$ cat src/rtl/mon_buf_pkg.sv
package mon_buf_pkg;
  typedef enum logic {
    MODE_MONITOR = 1'b0,
    MODE_PLAY    = 1'b1
  } buf_mode_e;
endpackage

$ cat src/rtl/mpb_tick_ctr.sv
module mpb_tick_ctr #(
  parameter int ADDR_W = 5
) (
  input  logic              clk_i,
  input  logic              rst_ni,
  input  logic              tick_i,
  input  logic              turn_start_i,
  output logic [ADDR_W-1:0] addr_o
);
  logic [ADDR_W-1:0] cnt_q;

  assign addr_o = turn_start_i ? '0 : cnt_q;

  always_ff @(posedge clk_i or negedge rst_ni) begin
    if (!rst_ni)     cnt_q <= '0;
    else if (tick_i) cnt_q <= addr_o + ADDR_W'(1);
  end

  a_r2_turn_zero: assert property (@(posedge clk_i) disable iff (!rst_ni)
    tick_i && turn_start_i |=> cnt_q == ADDR_W'(1));
  a_r2_addr_hold: assert property (@(posedge clk_i) disable iff (!rst_ni)
    !tick_i |=> $stable(cnt_q));
endmodule

$ cat src/rtl/mpb_dp_ram.sv
module mpb_dp_ram #(
  parameter int DATA_W = 8,
  parameter int ADDR_W = 5
) (
  input  logic              clk_i,
  input  logic              rst_ni,
  input  logic              a_en_i,
  input  logic              a_we_i,
  input  logic [ADDR_W-1:0] a_addr_i,
  input  logic [DATA_W-1:0] a_wdata_i,
  output logic [DATA_W-1:0] a_rdata_o,
  input  logic              b_we_i,
  input  logic [ADDR_W-1:0] b_addr_i,
  input  logic [DATA_W-1:0] b_wdata_i,
  output logic [DATA_W-1:0] b_rdata_o
);
  localparam int DEPTH = 1 << ADDR_W;

  logic [DATA_W-1:0] mem [DEPTH];
  logic              a_wr;

  assign a_wr = a_en_i && a_we_i;

  // tick port written last: it wins a same-address collision
  always_ff @(posedge clk_i) begin
    if (b_we_i) mem[b_addr_i] <= b_wdata_i;
    if (a_wr)   mem[a_addr_i] <= a_wdata_i;
  end

  // read-before-write on both ports
  always_ff @(posedge clk_i or negedge rst_ni) begin
    if (!rst_ni) begin
      a_rdata_o <= '0;
      b_rdata_o <= '0;
    end else begin
      if (a_en_i) a_rdata_o <= mem[a_addr_i];
      b_rdata_o <= mem[b_addr_i];
    end
  end

  a_r10_tick_wins: assert property (@(posedge clk_i) disable iff (!rst_ni)
    a_wr && b_we_i && (a_addr_i == b_addr_i) |=> mem[$past(a_addr_i)] == $past(a_wdata_i));
  a_r9_host_write: assert property (@(posedge clk_i) disable iff (!rst_ni)
    b_we_i && !(a_wr && (a_addr_i == b_addr_i)) |=> mem[$past(b_addr_i)] == $past(b_wdata_i));
  a_r11_tick_read_hold: assert property (@(posedge clk_i) disable iff (!rst_ni)
    !a_en_i |=> $stable(a_rdata_o));
endmodule

$ cat src/rtl/mpb_stage.sv
module mpb_stage #(
  parameter int DATA_W = 8
) (
  input  logic              clk_i,
  input  logic              rst_ni,
  input  logic              tick_i,
  input  logic              play_i,
  input  logic [DATA_W-1:0] live_i,
  input  logic [DATA_W-1:0] mem_i,
  output logic [DATA_W-1:0] data_o
);
  always_ff @(posedge clk_i or negedge rst_ni) begin
    if (!rst_ni)     data_o <= '0;
    else if (tick_i) data_o <= play_i ? mem_i : live_i;
  end

  a_r4_pass_live: assert property (@(posedge clk_i) disable iff (!rst_ni)
    tick_i && !play_i |=> data_o == $past(live_i));
  a_r5_replay: assert property (@(posedge clk_i) disable iff (!rst_ni)
    tick_i && play_i |=> data_o == $past(mem_i));
  a_r2_data_hold: assert property (@(posedge clk_i) disable iff (!rst_ni)
    !tick_i |=> $stable(data_o));
endmodule

$ cat src/rtl/mon_play_buf.sv
module mon_play_buf
  import mon_buf_pkg::*;
#(
  parameter int DATA_W = 8,
  parameter int ADDR_W = 5
) (
  input  logic              clk_i,
  input  logic              rst_ni,
  input  logic              tick_en_i,
  input  logic              turn_start_i,
  input  logic              play_mode_i,
  input  logic              freeze_i,
  input  logic [DATA_W-1:0] live_i,
  output logic [DATA_W-1:0] data_o,
  input  logic [ADDR_W-1:0] host_addr_i,
  input  logic [DATA_W-1:0] host_wdata_i,
  input  logic              host_we_i,
  output logic [DATA_W-1:0] host_rdata_o
);
  buf_mode_e         mode;
  logic              play;
  logic              cap_we;
  logic [ADDR_W-1:0] tick_addr;
  logic [DATA_W-1:0] tick_rdata;

  assign mode   = buf_mode_e'(play_mode_i);
  assign play   = (mode == MODE_PLAY);
  assign cap_we = !play && !freeze_i;

  mpb_tick_ctr #(.ADDR_W(ADDR_W)) u_ctr (
    .clk_i        (clk_i),
    .rst_ni       (rst_ni),
    .tick_i       (tick_en_i),
    .turn_start_i (turn_start_i),
    .addr_o       (tick_addr)
  );

  mpb_dp_ram #(.DATA_W(DATA_W), .ADDR_W(ADDR_W)) u_ram (
    .clk_i     (clk_i),
    .rst_ni    (rst_ni),
    .a_en_i    (tick_en_i),
    .a_we_i    (cap_we),
    .a_addr_i  (tick_addr),
    .a_wdata_i (live_i),
    .a_rdata_o (tick_rdata),
    .b_we_i    (host_we_i),
    .b_addr_i  (host_addr_i),
    .b_wdata_i (host_wdata_i),
    .b_rdata_o (host_rdata_o)
  );

  mpb_stage #(.DATA_W(DATA_W)) u_stage (
    .clk_i  (clk_i),
    .rst_ni (rst_ni),
    .tick_i (tick_en_i),
    .play_i (play),
    .live_i (live_i),
    .mem_i  (tick_rdata),
    .data_o (data_o)
  );

  a_r7_freeze_pass: assert property (@(posedge clk_i) disable iff (!rst_ni)
    tick_en_i && freeze_i && !play_mode_i |=> data_o == $past(live_i));
  a_r11_host_isolated: assert property (@(posedge clk_i) disable iff (!rst_ni)
    tick_en_i && play_mode_i |=> data_o == $past(tick_rdata));
endmodule

$ cat config.mk
export PLATFORM = sky130hd
export DESIGN_NAME = mon_play_buf
export DESIGN_NICKNAME = d
export VERILOG_FILES = /design/src/rtl/mon_buf_pkg.sv /design/src/rtl/mpb_tick_ctr.sv /design/src/rtl/mpb_dp_ram.sv /design/src/rtl/mpb_stage.sv /design/src/rtl/mon_play_buf.sv
export SDC_FILE = /design/constraint.sdc
export NUM_CORES = 1
export LEC_CHECK = 0
export BUFFER_PORTS_ARGS = -buffer_cell sky130_fd_sc_hd__clkbuf_2
export CAP_MARGIN = 20
export CORE_MARGIN = 3
export CORE_UTILIZATION = 46
export CTS_CLUSTER_SIZE = 28
export DETAILED_ROUTE_END_ITERATION = 10
export PLACE_DENSITY_LB_ADDON = 0.2
export SETUP_SLACK_MARGIN = 0.2
export SLEW_MARGIN = 20
export SYNTH_ARGS = -nofsm -noshare
export SYNTH_HDL_FRONTEND = slang
export SYNTH_SLANG_ARGS = --single-unit
$ cat constraint.sdc
create_clock -name clk_i -period 2.4 [get_ports clk_i]
set_input_delay 0.48 -clock clk_i [delete_from_list [all_inputs] [get_ports clk_i]]
set_output_delay 0.48 -clock clk_i [all_outputs]
set_load 0.03 [all_outputs]
# Word level (Yosys, flattened, before mapping)
# Memory sizes are Yosys's and may differ from the RTL's. A register that Yosys moved wholly into a read port is not among the register bits.
# Cells that the tools add are included.
[totals]
word_cells = 16
ram_bits = 256
memories = 1
in_bits = 28
out_inout_bits = 16
register_bits = 13
[memory_table]
columns = ["memory", "words", "word_bits", "read_ports", "rd_ports_with_merged_regs", "write_ports", "line", "rtl"]
rows = [
  ["u_ram.mem", 32, 8, 2, 2, 2, "mpb_dp_ram.sv:19", "logic [DATA_W-1:0] mem [DEPTH];"],
]
[classes]
reduce_logical = 6
addsub = 1
mux = 6
[ops]
columns = ["cell", "n"]
rows = [
  ["8-bit 2-to-1 mux", 1],
  ["5-bit by 1-bit adder with 5-bit output, second input constant", 1],
  ["5-bit 2-to-1 mux", 1],
  ["1-bit zero test", 4],
  ["1-bit 2-to-1 mux", 4],
  ["1-bit logical AND", 2],
]

# Depth between registers and ports, before layout
[logic_depth]
ltp_word = 5
mapped_depth = 8

# Modules after synthesis
# A second synthesis with hierarchy kept.
[hier_totals]
cells_unflattened = 1099
area_unflattened_um2 = 16721.0
[modules_own_cells]
columns = ["module", "area_per_inst_um2", "n_inst", "cells_per_inst"]
rows = [
  ["mpb_dp_ram", 16051.6, 1, 1032],
  ["mpb_stage", 384.1, 1, 35],
  ["mpb_tick_ctr", 281.5, 1, 31],
  ["mon_play_buf", 3.8, 1, 1],
]

# Least setup slack after synthesis
# Ideal clock, no wire load.
[synth_path]
kind = "input -> register"
startpoint = "input port host_addr_i[1]"
endpoint = "memory u_ram.mem[28][0] (enable)"
setup_slack_ns = -0.219
cell_stages = 6
n_path_buf = 4
arrival_ns = 2.235
required_time_ns = 2.016
cell_sequence = "clkbuf_1 > buf_2 > buf_2 > or3b_2 > clkbuf_1 > o21ai_0"
[synth_lines]
columns = ["element", "line", "rtl"]
rows = [
  ["start, declared", "mon_play_buf.sv:15", "input logic [ADDR_W-1:0] host_addr_i,"],
  ["end, declared", "mpb_dp_ram.sv:19", ""],
]

# Worst setup path after layout
[layout_path]
startpoint = "register u_ctr.cnt_q[1]"
endpoint = "register u_ram.a_rdata_o[1], read port of u_ram.mem"
[layout_via]
elab_chain_len = 1
[layout_lines]
columns = ["element", "line", "rtl"]
rows = [
  ["start, declared", "mpb_tick_ctr.sv:10", "logic [ADDR_W-1:0] cnt_q;"],
  ["start signal, assigned", "mpb_tick_ctr.sv:16", "else if (tick_i) cnt_q <= addr_o + ADDR_W'(1);"],
  ["5-bit 2-to-1 mux", "mpb_tick_ctr.sv:12", "assign addr_o = turn_start_i ? '0 : cnt_q;"],
  ["end, declared", "mpb_dp_ram.sv:11", "output logic [DATA_W-1:0] a_rdata_o,"],
]
# Every way passes these cells.
# A chain may end at the register's enable or synchronous reset.

==> results.md <==
- Outcome: complete, no violations
- Antenna violations before repair: 0
- Slowest-stage cell, CP: sky130_fd_sc_hd__dfrtp_4
- Horiz. Die Dim: 196 µm
- Vert. Die Dim: ~200 µm
- DP HPWL: just over 40000 µm
- Wire length of the first global-routing pass: 84900 µm
- Placement Rows: 68
- Post-route antenna net violation count: 0
- Mapped Cells: 1162
- Number of enable-type register cells in the synthesized netlist: between 200 and 300
- Cell types with the largest area share after synthesis: sky130_fd_sc_hd__edfxtp_1 46%, sky130_fd_sc_hd__mux2_2 18%, sky130_fd_sc_hd__mux4_2 11%
- Design Power: 13.9 mW
- Final Routed Wirelength: 58700 µm
- Final design utilization: 0.574
- Maximum level of the CTS H-tree: 2
- Cell accounting for the most synthesized area: sky130_fd_sc_hd__edfxtp_1
- Max-slew headroom: 0.235
- LEAKAGE: 7.09 nW
- Total of flip-flops plus latches after synthesis: 285
- Ordered list of cells on the worst path: buf_12, buf_12, buf_4, mux2_2, o22ai_2, nor2_1, a211oi_4, a41oi_2
- Largest net degree at the start of global routing: 35
- Pre-CTS setup slack: -121 ps
- Category of cells accounting for the largest share of critical-path delay: compound AO/OA/AOI/OAI gates
- Worst-path maximum fanout: 9
- Proportion of synthesized chip area in sequential cells: 0.506
- Total number of vias: 12100
- Max Clock Skew: 23.3 ps
- Number of global-route vias before repair: roughly 12000
- Total overflow reported by the global router: 0
- Number of max-cap violations: 0
- Clock latency of the later-clocked register in the worst-skew pair: about 530 ps
- Effective utilization at floorplan: 0.474
- Area of the core region: 35100 µm²
- Yosys top cell area share: 0.463
- Most Frequent Cell on Critical Path: sky130_fd_sc_hd__buf_12
- Avg Vias per Cell: 6.82
- Cell variety after synth: 60
- Worst path buffer plus inverter count: 3
- CTS tree: done
- Hold slack final: roughly 37 ps
- Syn Std Cell Area: 16600 µm²
- Total of warnings raised by yosys: 0
- Fraction of layout instances using a drive strength above 1: 0.537
- Endpoint type of the worst setup path: register
- Worst slew pin tran: 1140 ps
- Setup TNS: 0 ps
- Post-route cell area: approximately 20000 µm²
- Finish-stage setup viols: 0
- Number of top-level design ports: 44
- Final cell count without fillers: 1768
- Pre-antenna DRT Iters: 7
- Hold buffer count at CTS: 0
- Type of the worst setup path: register to register
- P per Cell Area: between 600 and 700 nW/µm²
- Highest attainable clock frequency: 441 MHz
- Number of pins with negative max-slew slack in the final report: 0
- RSZ-0062 raised after global routing: true
- Port Buffer Count: 43
- Syn nets: 1190
- Async S/R FF share, synth: 0.102
- Required @ worst endpoint: about 2800 ps
- Post-placement cell count: between 1500 and 2000
- # nets final: 1317
- Clock transition at path regs: 70 ps
- GRT Util Overall: 0.301
- Largest stage delay on the critical path: 550 ps
- Area enclosed by the die boundary: 38400 µm²
- Final Hold Fails: 0
- Fill count: between 2000 and 3000
- Max VDD drop: 0.681 mV
- Number of clock buffers inserted by TritonCTS: 34
- Sink Count: 285
- Path class of the lowest-slack min-delay path: input pin to async pin
- Clock tree root buffer cell: sky130_fd_sc_hd__clkbuf_16
- Layout overhead on the synthesized area: 21.2%
- Startpoint kind of the worst setup timing path: register
- Final worst path period share: 0.945
- Avg Inst Size Synth: 14.3 µm²
- Final worst setup slack: 133 ps
- Total cell area at the placement stage: roughly 19000 µm²
- Maximum number of buffers from clock root to sink: 3
- Number of design rule violations left after detail routing: 0
- Arrival time reported for the critical path endpoint: 2650 ps
- Number of diodes added for antenna fixing: 0
- Flip-flop cell with the highest count after synthesis: sky130_fd_sc_hd__edfxtp_1
- Final RePlAce weighted congestion: 0.986
- Wire length per cell: 33.2 µm
- Starting DRC count in detailed routing: roughly 1600
- Minimum clock period after layout: approximately 2300 ps
layout by cell type, fill, tap and decap left out, types with 6 or more instances in the layout:
master | Yosys | layout
sky130_fd_sc_hd__o21ai_2 | 0 | 13
sky130_fd_sc_hd__clkbuf_1 | 76 | 9
sky130_fd_sc_hd__clkbuf_2 | 0 | 41
sky130_fd_sc_hd__o221ai_1 | 12 | 12
sky130_fd_sc_hd__buf_6 | 3 | 11
sky130_fd_sc_hd__clkbuf_16 | 0 | 35
sky130_fd_sc_hd__a211oi_2 | 0 | 7
sky130_fd_sc_hd__nand4_1 | 9 | 9
sky130_fd_sc_hd__mux2_2 | 270 | 267
sky130_fd_sc_hd__nand2_4 | 8 | 8
sky130_fd_sc_hd__nor2_1 | 37 | 34
sky130_fd_sc_hd__nand2_2 | 9 | 10
sky130_fd_sc_hd__nand2_1 | 41 | 40
sky130_fd_sc_hd__edfxtp_1 | 256 | 256
sky130_fd_sc_hd__o21ai_0 | 40 | 8
sky130_fd_sc_hd__a211oi_1 | 14 | 6
sky130_fd_sc_hd__mux2_1 | 17 | 17
sky130_fd_sc_hd__o21ai_4 | 0 | 17
sky130_fd_sc_hd__mux2i_1 | 28 | 28
sky130_fd_sc_hd__a222oi_1 | 8 | 8
sky130_fd_sc_hd__o211ai_1 | 8 | 8
sky130_fd_sc_hd__nor3_1 | 6 | 6
sky130_fd_sc_hd__mux4_2 | 83 | 83
sky130_fd_sc_hd__buf_4 | 1 | 125
sky130_fd_sc_hd__nor2b_1 | 12 | 10
sky130_fd_sc_hd__a22oi_1 | 34 | 33
sky130_fd_sc_hd__a221oi_1 | 9 | 6
sky130_fd_sc_hd__dfrtp_1 | 29 | 27
sky130_fd_sc_hd__a21oi_1 | 31 | 30
sky130_fd_sc_hd__buf_12 | 0 | 28
worst paths after layout:
| path | startpoint | to | slack (ps) | depth (start not counted) |
|---|---|---|---|---|
| worst max-delay path | u_ctr.cnt_q[1] | u_ram.a_rdata_o[1] | 130 | 8 |
| worst min-delay path | rst_ni | u_ram.a_rdata_o[7] | 40 | 1 |
| worst max register to register | u_ctr.cnt_q[1] | u_ram.a_rdata_o[1] | 130 | 8 |
| worst min register to register | u_stage.data_o[4] | u_stage.data_o[4] | 530 | 2 |
| max in group asynchronous | rst_ni | u_ctr.cnt_q[1] | 1750 | 1 |
| min in group clk_i | play_mode_i | u_stage.data_o[5] | 500 | 4 |
state kept, by name, summed over array words and instances, names as in the netlist:
| name | count |
|---|---|
| u_stage.data_o | 8 |
| u_ctr.cnt_q | 5 |
| u_ram.a_rdata_o | 8 |
| u_ram.b_rdata_o | 8 |
| u_ram.mem | 256 |
report_power, final:
| group | internal (mW) | switching [mW] | total (mW) |
|---|---|---|---|
| sequential | 5.58 | 0.164 | 5.74 |
| clock | 3.01 | 2.12 | 5.13 |
| combinational | 1.34 | 1.73 | 3.07 |
synth_stat cells, types with 4 or more instances:
cell                        count
sky130_fd_sc_hd__o221ai_1      12
sky130_fd_sc_hd__a21oi_1       31
sky130_fd_sc_hd__nand2b_1       7
sky130_fd_sc_hd__clkbuf_1      76
sky130_fd_sc_hd__o211ai_1       8
sky130_fd_sc_hd__nand2_4        8
sky130_fd_sc_hd__nand3_1        4
sky130_fd_sc_hd__mux4_2        83
sky130_fd_sc_hd__nor2b_1       12
sky130_fd_sc_hd__buf_1          5
sky130_fd_sc_hd__nor3_2         4
sky130_fd_sc_hd__a211oi_1      14
sky130_fd_sc_hd__o21ai_0       40
sky130_fd_sc_hd__nor3b_1        5
sky130_fd_sc_hd__nor3_1         6
sky130_fd_sc_hd__nand2_1       41
sky130_fd_sc_hd__a222oi_1       8
sky130_fd_sc_hd__a221oi_1       9
sky130_fd_sc_hd__nand2_2        9
sky130_fd_sc_hd__edfxtp_1     256
sky130_fd_sc_hd__buf_2         32
sky130_fd_sc_hd__nand4_1        9
sky130_fd_sc_hd__a221o_1        5
sky130_fd_sc_hd__a2111oi_0      4
sky130_fd_sc_hd__mux2_1        17
sky130_fd_sc_hd__dfrtp_1       29
sky130_fd_sc_hd__nor2_1        37
sky130_fd_sc_hd__nand3b_1       5
sky130_fd_sc_hd__a31oi_1        4
sky130_fd_sc_hd__a22oi_1       34
sky130_fd_sc_hd__mux2i_1       28
sky130_fd_sc_hd__mux2_2       270
area by class of cell:
type	instances	area, µm²	area share
inverters	3	11.3	0.000559
clock buffers	44	910	0.0452
multi-input cells	757	8150	0.405
flip-flops and latches	285	8420	0.418
clock inverters	16	164	0.00814
well taps	455	569	0.0283
repair buffers	208	1910	0.0948
per-layer routing:
metal  track usage  up-vias  wire, µm
met5             0        -         0
met4        0.0908        0      2020
met3        0.0507      120      5660
met2         0.460      737     26700
met1         0.444     6257     24300
li1              -     4946         -
kinds of logic after synthesis:
| kind of cell | synth area share |
|---|---|
| and+or+nand+nor | 0.0575 |
| DFF | 0.506 |
| buffers and inverters | 0.0311 |
| muxes | 0.324 |
| AOI/OAI and AO/OA | 0.0811 |
timing repair:
action	in CTS	in global routing
resized for setup	27	35
gates cloned	2	1
pin swaps	6	14
setup endpoints to repair	293	189
buffers inserted	5	17
No activity file was read; power rests on OpenSTA's default activity.
